==> config.mk <==
export PLATFORM = sky130hd
export DESIGN_NAME = edge_capture_unit
export DESIGN_NICKNAME = d
export VERILOG_FILES = /design/src/rtl/edge_cap_pkg.sv /design/src/rtl/cap_pin_sync.sv /design/src/rtl/cap_edge_detect.sv /design/src/rtl/cap_slot_store.sv /design/src/rtl/edge_capture_unit.sv
export SDC_FILE = /design/constraint.sdc
export NUM_CORES = 1
export LEC_CHECK = 0
export BUFFER_PORTS_ARGS = -buffer_cell sky130_fd_sc_hd__buf_2
export CORE_ASPECT_RATIO = 1.5
export CORE_MARGIN = 2
export CORE_UTILIZATION = 48
export CTS_CLUSTER_SIZE = 28
export DETAILED_ROUTE_END_ITERATION = 16
export PLACE_DENSITY = 0.76
export SLEW_MARGIN = 10
export SYNTH_ARGS = -nofsm -noshare
export SYNTH_HDL_FRONTEND = slang
export SYNTH_HIERARCHICAL = 1
export SYNTH_SLANG_ARGS = --single-unit
==> constraint.sdc <==
create_clock -name clk -period 2.4 [get_ports clk]
set_input_delay 0.24 -clock clk [delete_from_list [all_inputs] [get_ports clk]]
set_output_delay 0.24 -clock clk [all_outputs]
set_load 0.1 [all_outputs]
==> src/rtl/edge_cap_pkg.sv <==
package edge_cap_pkg;

    typedef enum logic [1:0] {
        EDGE_OFF  = 2'd0,
        EDGE_RISE = 2'd1,
        EDGE_FALL = 2'd2,
        EDGE_BOTH = 2'd3
    } edge_mode_e;

    // Edge qualification for one cycle given current and previous level
    function automatic logic edge_hit(edge_mode_e mode, logic lvl_now, logic lvl_prev);
        logic rise;
        logic fall;
        rise = lvl_now & ~lvl_prev;
        fall = ~lvl_now & lvl_prev;
        case (mode)
            EDGE_RISE: edge_hit = rise;
            EDGE_FALL: edge_hit = fall;
            EDGE_BOTH: edge_hit = rise | fall;
            default:   edge_hit = 1'b0;
        endcase
    endfunction

endpackage

==> src/rtl/cap_pin_sync.sv <==
module cap_pin_sync #(
    parameter int STAGES = 2
) (
    input  logic clk,
    input  logic rst,
    input  logic pin_raw,
    output logic pin_sync
);
    logic [STAGES-1:0] chain_q;

    always_ff @(posedge clk) begin
        if (rst) begin
            chain_q <= '0;
        end else begin
            chain_q <= {chain_q[STAGES-2:0], pin_raw};
        end
    end

    assign pin_sync = chain_q[STAGES-1];
endmodule

==> src/rtl/cap_edge_detect.sv <==
module cap_edge_detect
    import edge_cap_pkg::*;
(
    input  logic       clk,
    input  logic       rst,
    input  logic       lvl,
    input  edge_mode_e mode,
    output logic       hit
);
    logic prev_q;

    // previous level tracks the pin every cycle, captures allowed or not
    always_ff @(posedge clk) begin
        if (rst) begin
            prev_q <= 1'b0;
        end else begin
            prev_q <= lvl;
        end
    end

    assign hit = edge_hit(mode, lvl, prev_q);
endmodule

==> src/rtl/cap_slot_store.sv <==
module cap_slot_store #(
    parameter int W     = 32,
    parameter int SLOTS = 2,
    localparam int IDX_W = $clog2(SLOTS + 1)
) (
    input  logic                      clk,
    input  logic                      rst,
    input  logic                      soft_rst,
    input  logic                      hit,
    input  logic                      take_en,
    input  logic                      fill_clr,
    input  logic                      evt_late,
    input  logic [W-1:0]              count_in,
    output logic [SLOTS-1:0][W-1:0]   slots,
    output logic [IDX_W-1:0]          fill,
    output logic                      evt
);
    logic [IDX_W-1:0] fill_q;
    logic             evt_q;
    logic             take;

    assign take = hit && take_en && !fill_clr && (fill_q < IDX_W'(SLOTS));

    always_ff @(posedge clk) begin
        if (rst || soft_rst) begin
            fill_q <= '0;
            evt_q  <= 1'b0;
        end else begin
            evt_q <= take && (fill_q == IDX_W'(evt_late));
            if (fill_clr) begin
                fill_q <= '0;
            end else if (take) begin
                fill_q <= fill_q + 1'b1;
            end
        end
    end

    for (genvar g = 0; g < SLOTS; g++) begin : g_slot
        logic [W-1:0] val_q;
        always_ff @(posedge clk) begin
            if (rst || soft_rst) begin
                val_q <= '0;
            end else if (take && (fill_q == IDX_W'(g))) begin
                val_q <= count_in;
            end
        end
        assign slots[g] = val_q;
    end

    assign fill = fill_q;
    assign evt  = evt_q;
endmodule

==> src/rtl/edge_capture_unit.sv <==
module edge_capture_unit
    import edge_cap_pkg::*;
#(
    parameter int W           = 32,
    parameter int SYNC_STAGES = 2
) (
    input  logic         clk,
    input  logic         rst,
    input  logic         soft_rst,
    input  logic         pin_raw,
    input  logic [W-1:0] count_in,
    input  logic [1:0]   edge_mode,
    input  logic         pin_is_input,
    input  logic         event_on_second,
    input  logic         status_clr,
    output logic [W-1:0] cap1,
    output logic [W-1:0] cap2,
    output logic         cap_event
);
    localparam int SLOTS = 2;
    localparam int IDX_W = $clog2(SLOTS + 1);

    edge_mode_e             mode_now;
    edge_mode_e             mode_q;
    logic                   pin_s;
    logic                   hit;
    logic                   rearm;
    logic [SLOTS-1:0][W-1:0] slot_vals;
    logic [IDX_W-1:0]       fill;

    assign mode_now = edge_mode_e'(edge_mode);

    always_ff @(posedge clk) begin
        if (rst) begin
            mode_q <= EDGE_OFF;
        end else begin
            mode_q <= mode_now;
        end
    end

    assign rearm = (mode_q == EDGE_OFF) && (mode_now != EDGE_OFF);

    cap_pin_sync #(.STAGES(SYNC_STAGES)) u_sync (
        .clk      (clk),
        .rst      (rst),
        .pin_raw  (pin_raw),
        .pin_sync (pin_s)
    );

    cap_edge_detect u_edge (
        .clk  (clk),
        .rst  (rst),
        .lvl  (pin_s),
        .mode (mode_now),
        .hit  (hit)
    );

    cap_slot_store #(.W(W), .SLOTS(SLOTS)) u_store (
        .clk      (clk),
        .rst      (rst),
        .soft_rst (soft_rst),
        .hit      (hit),
        .take_en  (pin_is_input),
        .fill_clr (status_clr | rearm),
        .evt_late (event_on_second),
        .count_in (count_in),
        .slots    (slot_vals),
        .fill     (fill),
        .evt      (cap_event)
    );

    assign cap1 = slot_vals[0];
    assign cap2 = slot_vals[1];
endmodule

; Yosys cells after proc, flatten, opt, wreduce, memory -nomap -nowiden
; Cells that the tools add are included.
[op_classes]
order_cmp = 1
reduce_logical = 13
bitwise = 6
eq_ne = 5
div = 0
shifts = 0
n_mul = 0
n_mux = 1
add_sub_neg = 1
[op_table]
columns = op, n
row1 = logical AND 1 bit, 7
row2 = == test 2 x 1 -> 1 bit (second input constant), 2
row3 = == test 2 bit (second input constant), 2
row4 = zero test 2 bit, 2
row5 = one-hot mux 1 bit (3 select lines), 1
row6 = adder 2 x 1 -> 2 bit (second input constant), 1
row7 = AND 1 bit, 2
row8 = == test 2 x 1 -> 1 bit, 1
row9 = < comparator 2 bit (second input constant), 1
row10 = inverter 1 bit, 2
row11 = OR 1 bit, 2
row12 = nonzero test 2 bit, 1
row13 = OR reduction 2 bit, 1
row14 = zero test 1 bit, 1
row15 = logical OR 1 bit, 1
[totals]
mem_bits_rw = 0
out_inout_bits = 65
ff_bits = 72
mem_bits_ro = 0
elab_cells = 34
latch_bits = 0
mem_count = 0

; Depth between registers and ports, before layout
[depth]
depth_word = 8
mapped_depth = 11

; By module
; The synthesis kept the hierarchy.
[modules_own_cells]
columns = module, instances, cells_per_inst, seq_area_each_um2, area_each_um2
row1 = cap_slot_store, 1, 260, 1341.3, 2576.2
row2 = cap_edge_detect, 1, 11, 20.0, 82.6
row3 = edge_capture_unit, 1, 7, 40.0, 72.6
row4 = cap_pin_sync, 1, 4, 40.0, 52.6

; Least setup slack after synthesis
; Ideal clock, no wire load.
[synth_timing]
path_kind = reg-to-reg
startpoint = register u_sync.chain_q[1]
endpoint = register u_store.g_slot[1].val_q[11]
t_arrival_ns = 1.873
setup_slack_ns = 0.455
synth_period_minus_slack_ns = 1.945
t_required_ns = 2.328
stages_incl_launch_ff = 12
path_cell_list = dfxtp_1 > inv_1 > ha_1 > nor2b_1 > o21ai_1 > o21ai_1 > nor4bb_1 > buf_4 > and2_4 > buf_6 > buf_12 > mux2i_1
[synth_between]
elab_chain_len = 8
elab_cells_between_ends = 9
cone_classes = mux: 1 / bitwise: 4 / reduce/logical: 4
[synth_lines]
columns = element, line_no
row1 = from (decl), cap_pin_sync.sv:9  ; logic [STAGES-1:0] chain_q;
row2 = from (signal assigned), cap_pin_sync.sv:15  ; chain_q <= {chain_q[STAGES-2:0], pin_raw};
row3 = inverter 1 bit, edge_cap_pkg.sv:15  ; fall = ~lvl_now & lvl_prev;
row4 = AND 1 bit, edge_cap_pkg.sv:15
row5 = OR 1 bit, edge_cap_pkg.sv:19  ; EDGE_BOTH: edge_hit = rise | fall;
row6 = one-hot mux 1 bit (3 select lines) *, edge_cap_pkg.sv:16  ; case (mode)
row7 = net hit, edge_capture_unit.sv:26  ; logic hit;
row8 = logical AND 1 bit * (3 in a row), cap_slot_store.sv:22  ; assign take = hit && take_en && !fill_clr && (fill_q < IDX_W'(SLOTS));
row9 = logical AND 1 bit *, cap_slot_store.sv:43  ; end else if (take && (fill_q == IDX_W'(g))) begin
row10 = to (signal assigned), cap_slot_store.sv:44  ; val_q <= count_in;
row11 = to (decl), cap_slot_store.sv:39  ; logic [W-1:0] val_q;
; Mark *: on every way through the listed nets, which the timed path passes. The rest lies on a longest branch.
; A chain may end at the register's enable or synchronous reset.

; Worst setup path in the final report
[layout_timing]
startpoint = register u_sync.chain_q[1]
endpoint = register u_store.g_slot[1].val_q[27]
; Same word-level chain as after synthesis.

==> run_results.csv <==
group,metric,value,unit
timing,fin_crit,2.186,ns
pwr,p_leak,1.772,nW
synthesis,syn_inst,282,
route,ant_nets,0,
finish,final_layout_size_suffix_gt1_share,32.90,%
worst_setup_path,arrival,2.45,ns
flow_run,maxCapViolCount,0,
timing,final.period_utilization,91.10,%
placement,place_hpwl,4.057,mm
worst_setup_path,crit_type,"register to register",
grt,overflow,0,
floorplanning,die_x,66.18,µm
pwr,vdd_ir_drop_max,549.1,µV
floorplanning,ioPinCount,106,
timing,slew_violations,0,
clock_tree,clockBufferDepth,2,
clock_tree,cts.repair.resized,0,
placement,postPlaceCellArea,3313,µm²
worst_setup_path,cpPeakStageDelay,0.44,ns
floorplanning,coreArea,5700,µm²
outcome,outcome,"finished, final reports clean",
route,post_drt_wl_per_cell,12.47,µm
finish,layout.nets,429,
route,drt-total-wl,5.750,mm
clock_tree,ctsHoldBuffers,0,
finish,antenna_cells,0,
clock_tree,postCtsSetupRepairBufs,0,
worst_setup_path,cp-start-kind,"register",
route,drc,0,
worst_setup_path,crit_top_cell,"o21ai_1",
placement,gp_congestion,0.7725,
floorplanning,die_h,97.27,µm
route,vias_per_cell,4.761,
clock_tree,clkLatencyLatePin,0.34,ns
synthesis,synth_area,2784,µm²
clock_tree,root_buffer,"clkbuf_8",
clock_tree,cts_inserted_buffers,9,
clock_tree,cts_tree,"built",
pwr,powerDensity,697.5,nW/µm²
grt,grt_use_total,18.43,%
timing,fin_skew,0.008454,ns
floorplanning,start_util,48.84,%
timing,slew_headroom,63.14,%
grt,grt_antenna_before_repair,0,
synthesis,synthDistinctLibCells,22,
placement,portBuffers,105,
grt,grt_pass1_vias,2168,
clock_tree,cts.clk_slew.worst_paths,0.08,ns
synthesis,ys_warn_count,6,
finish,area_growth,28.13,%
grt,grt_max_degree,62,
hold_path,min_path_type,"input pin to register",
worst_setup_path,required,2.66,ns
clock_tree,clock-sinks,72,
timing,clock.fmax,457.4,MHz
worst_setup_path,crit_chain,"inv_1, ha_1, nor2b_1, o21ai_1, o21ai_1, nor4bb_1, buf_4, and2_4, mux2i_1",
timing,setup_viol,0,
worst_setup_path,cp_top_family,"simple AND/OR/NAND/NOR gates",
route,first_pass_iters,4,
synthesis,synth_nets,327,
clock_tree,htreeDepth,3,
finish,design_area,3567,µm²
grt,grt_pass1_wl,9.135,mm
worst_setup_path,worst_setup_path_end_kind,"register",
timing,hold_viol_final,0,
worst_setup_path,path_max_fanout,26,
synthesis,synth-seq-cells,72,
route,vias,2195,
timing,fin_tns_setup,0,ns
worst_setup_path,path_buf_inv,2,
timing,tightest_slew,0.5529,ns
synthesis,syn_avg_cell_area,9.872,µm²
timing,rsz0062_at_grt,"false",
floorplanning,row_count,34,
floorplanning,die_area,6437,µm²
synthesis,yosysSeqAreaShare,51.78,%
worst_setup_path,crit_slowest_cell,"and2_4",
route,drt_first_iter_violations,67,
-- cells in the final DEF (no fill, tap or decap) --
master,instances
buf_4,3
mux2i_1,64
nor2b_1,6
clkinv_2,1
inv_1,5
a21oi_1,1
nor4bb_1,1
dfxtp_1,72
and2_4,1
nand2_1,98
clkbuf_8,11
nor2_4,1
nor2_1,2
clkinvlp_4,1
nand2_4,1
bufinv_16,3
xnor2_1,2
o21ai_1,2
and2_1,1
buf_2,105
ha_1,4
and3_1,1
nor4_1,2
o31ai_2,1
-- Yosys cell counts --
master    count  area share (%)
nand2_1      98              13
dfxtp_1      72              52
mux2i_1      64              23
buf_2         7             1.3
clkbuf_1      6            0.81
nor2b_1       6             1.3
inv_1         5            0.67
ha_1          4             1.8
nor2_1        3            0.40
buf_12        2             1.4
nor4_1        2            0.45
o21ai_1       2            0.36
xnor2_1       2            0.63
a21oi_1       1            0.18
and2_1        1            0.22
and2_4        1            0.31
and3_1        1            0.22
buf_4         1            0.27
buf_6         1            0.40
nand2_4       1            0.40
nor4bb_1      1            0.36
o31ai_2       1            0.45
-- registers in the layout (all words and copies together) (netlist names) --
signal,cells
u_sync/chain_q,2
u_store/evt,1
mode_q,2
u_store/fill,2
u_store/g_slot.val_q,64
u_edge/prev_q,1
-- logic make-up (layout without fill, tap and decap cells) --
| group | count (synthesis) | count (layout) | share of synthesized area [%] |
|---|---|---|---|
| muxes | 64 | 64 | 23.01 |
| AOI/OAI and AO/OA | 4 | 4 | 0.9885 |
| DFF | 72 | 72 | 51.78 |
| xor gates and xnor gates | 2 | 2 | 0.6293 |
| adders and majority gates | 4 | 4 | 1.798 |
| and+or+nand+nor | 114 | 114 | 16.94 |
| buffers and inverters | 22 | 129 | 4.854 |
-- final cells by class --
type	instances	area (µm²)
clock buffers	11	151.4
clock inverters	5	102.6
fillers	501	2133
inverters	5	18.77
multi-input cells	188	1215
flip-flops and latches	72	1441
well taps	72	90.09
repair buffers	108	548.0
-- path summary, 6_finish.rpt --
kind,to,depth (start not counted),start,slack [ns]
worst min-delay path,u_store/fill[0],2,soft_rst,0.12
worst max register to register,u_store/g_slot[1].val_q[27],9,u_sync/chain_q[1],0.21
worst min register to register,u_store/g_slot[1].val_q[25],2,u_store/g_slot[1].val_q[25],0.45
worst max-delay path,u_store/g_slot[1].val_q[27],9,u_sync/chain_q[1],0.21
-- power by group --
group          leakage [nW]  internal (mW)  switching [mW]
clock network         0.126          0.745           0.434
registers             0.581           1.20         0.00225
logic                  1.07         0.0419          0.0656
total                  1.77           1.99           0.502
-- through the flow --
step / util, % / hold slack (ns) / power, mW / setup WS [ns] / cells
after floorplan: - / 0.3067 / 1.291 / 0.4551 / 282
after global placement: 58.12 / 0.4407 / 1.336 / 0.3184 / 445
after detailed placement: 58.12 / 0.4438 / 1.337 / 0.2266 / 445
after CTS: 62.58 / 0.1044 / 2.520 / 0.1947 / 461
after global routing: 62.58 / 0.1246 / 2.574 / 0.06899 / 461
final: 62.58 / 0.1203 / 2.488 / 0.2137 / 461
-- per-layer routing --
layer | up-vias | share of wire, % | GRT usage (%)
li1 | 1117 | - | -
met1 | 997 | 40 | 19.43
met2 | 69 | 51 | 31.62
met3 | 12 | 6.7 | 5.794
met4 | 0 | 2.3 | 9.733
met5 | - | 0 | 0
-- worst register-to-register path, cell delays in order, from the launching register on --
cell      delay, ns
dfxtp_1        0.33
inv_1          0.06
ha_1           0.28
nor2b_1        0.11
o21ai_1        0.07
o21ai_1        0.06
nor4bb_1       0.27
buf_4          0.20
and2_4         0.45
mux2i_1        0.28
No activity file was read; power rests on OpenSTA's default activity.
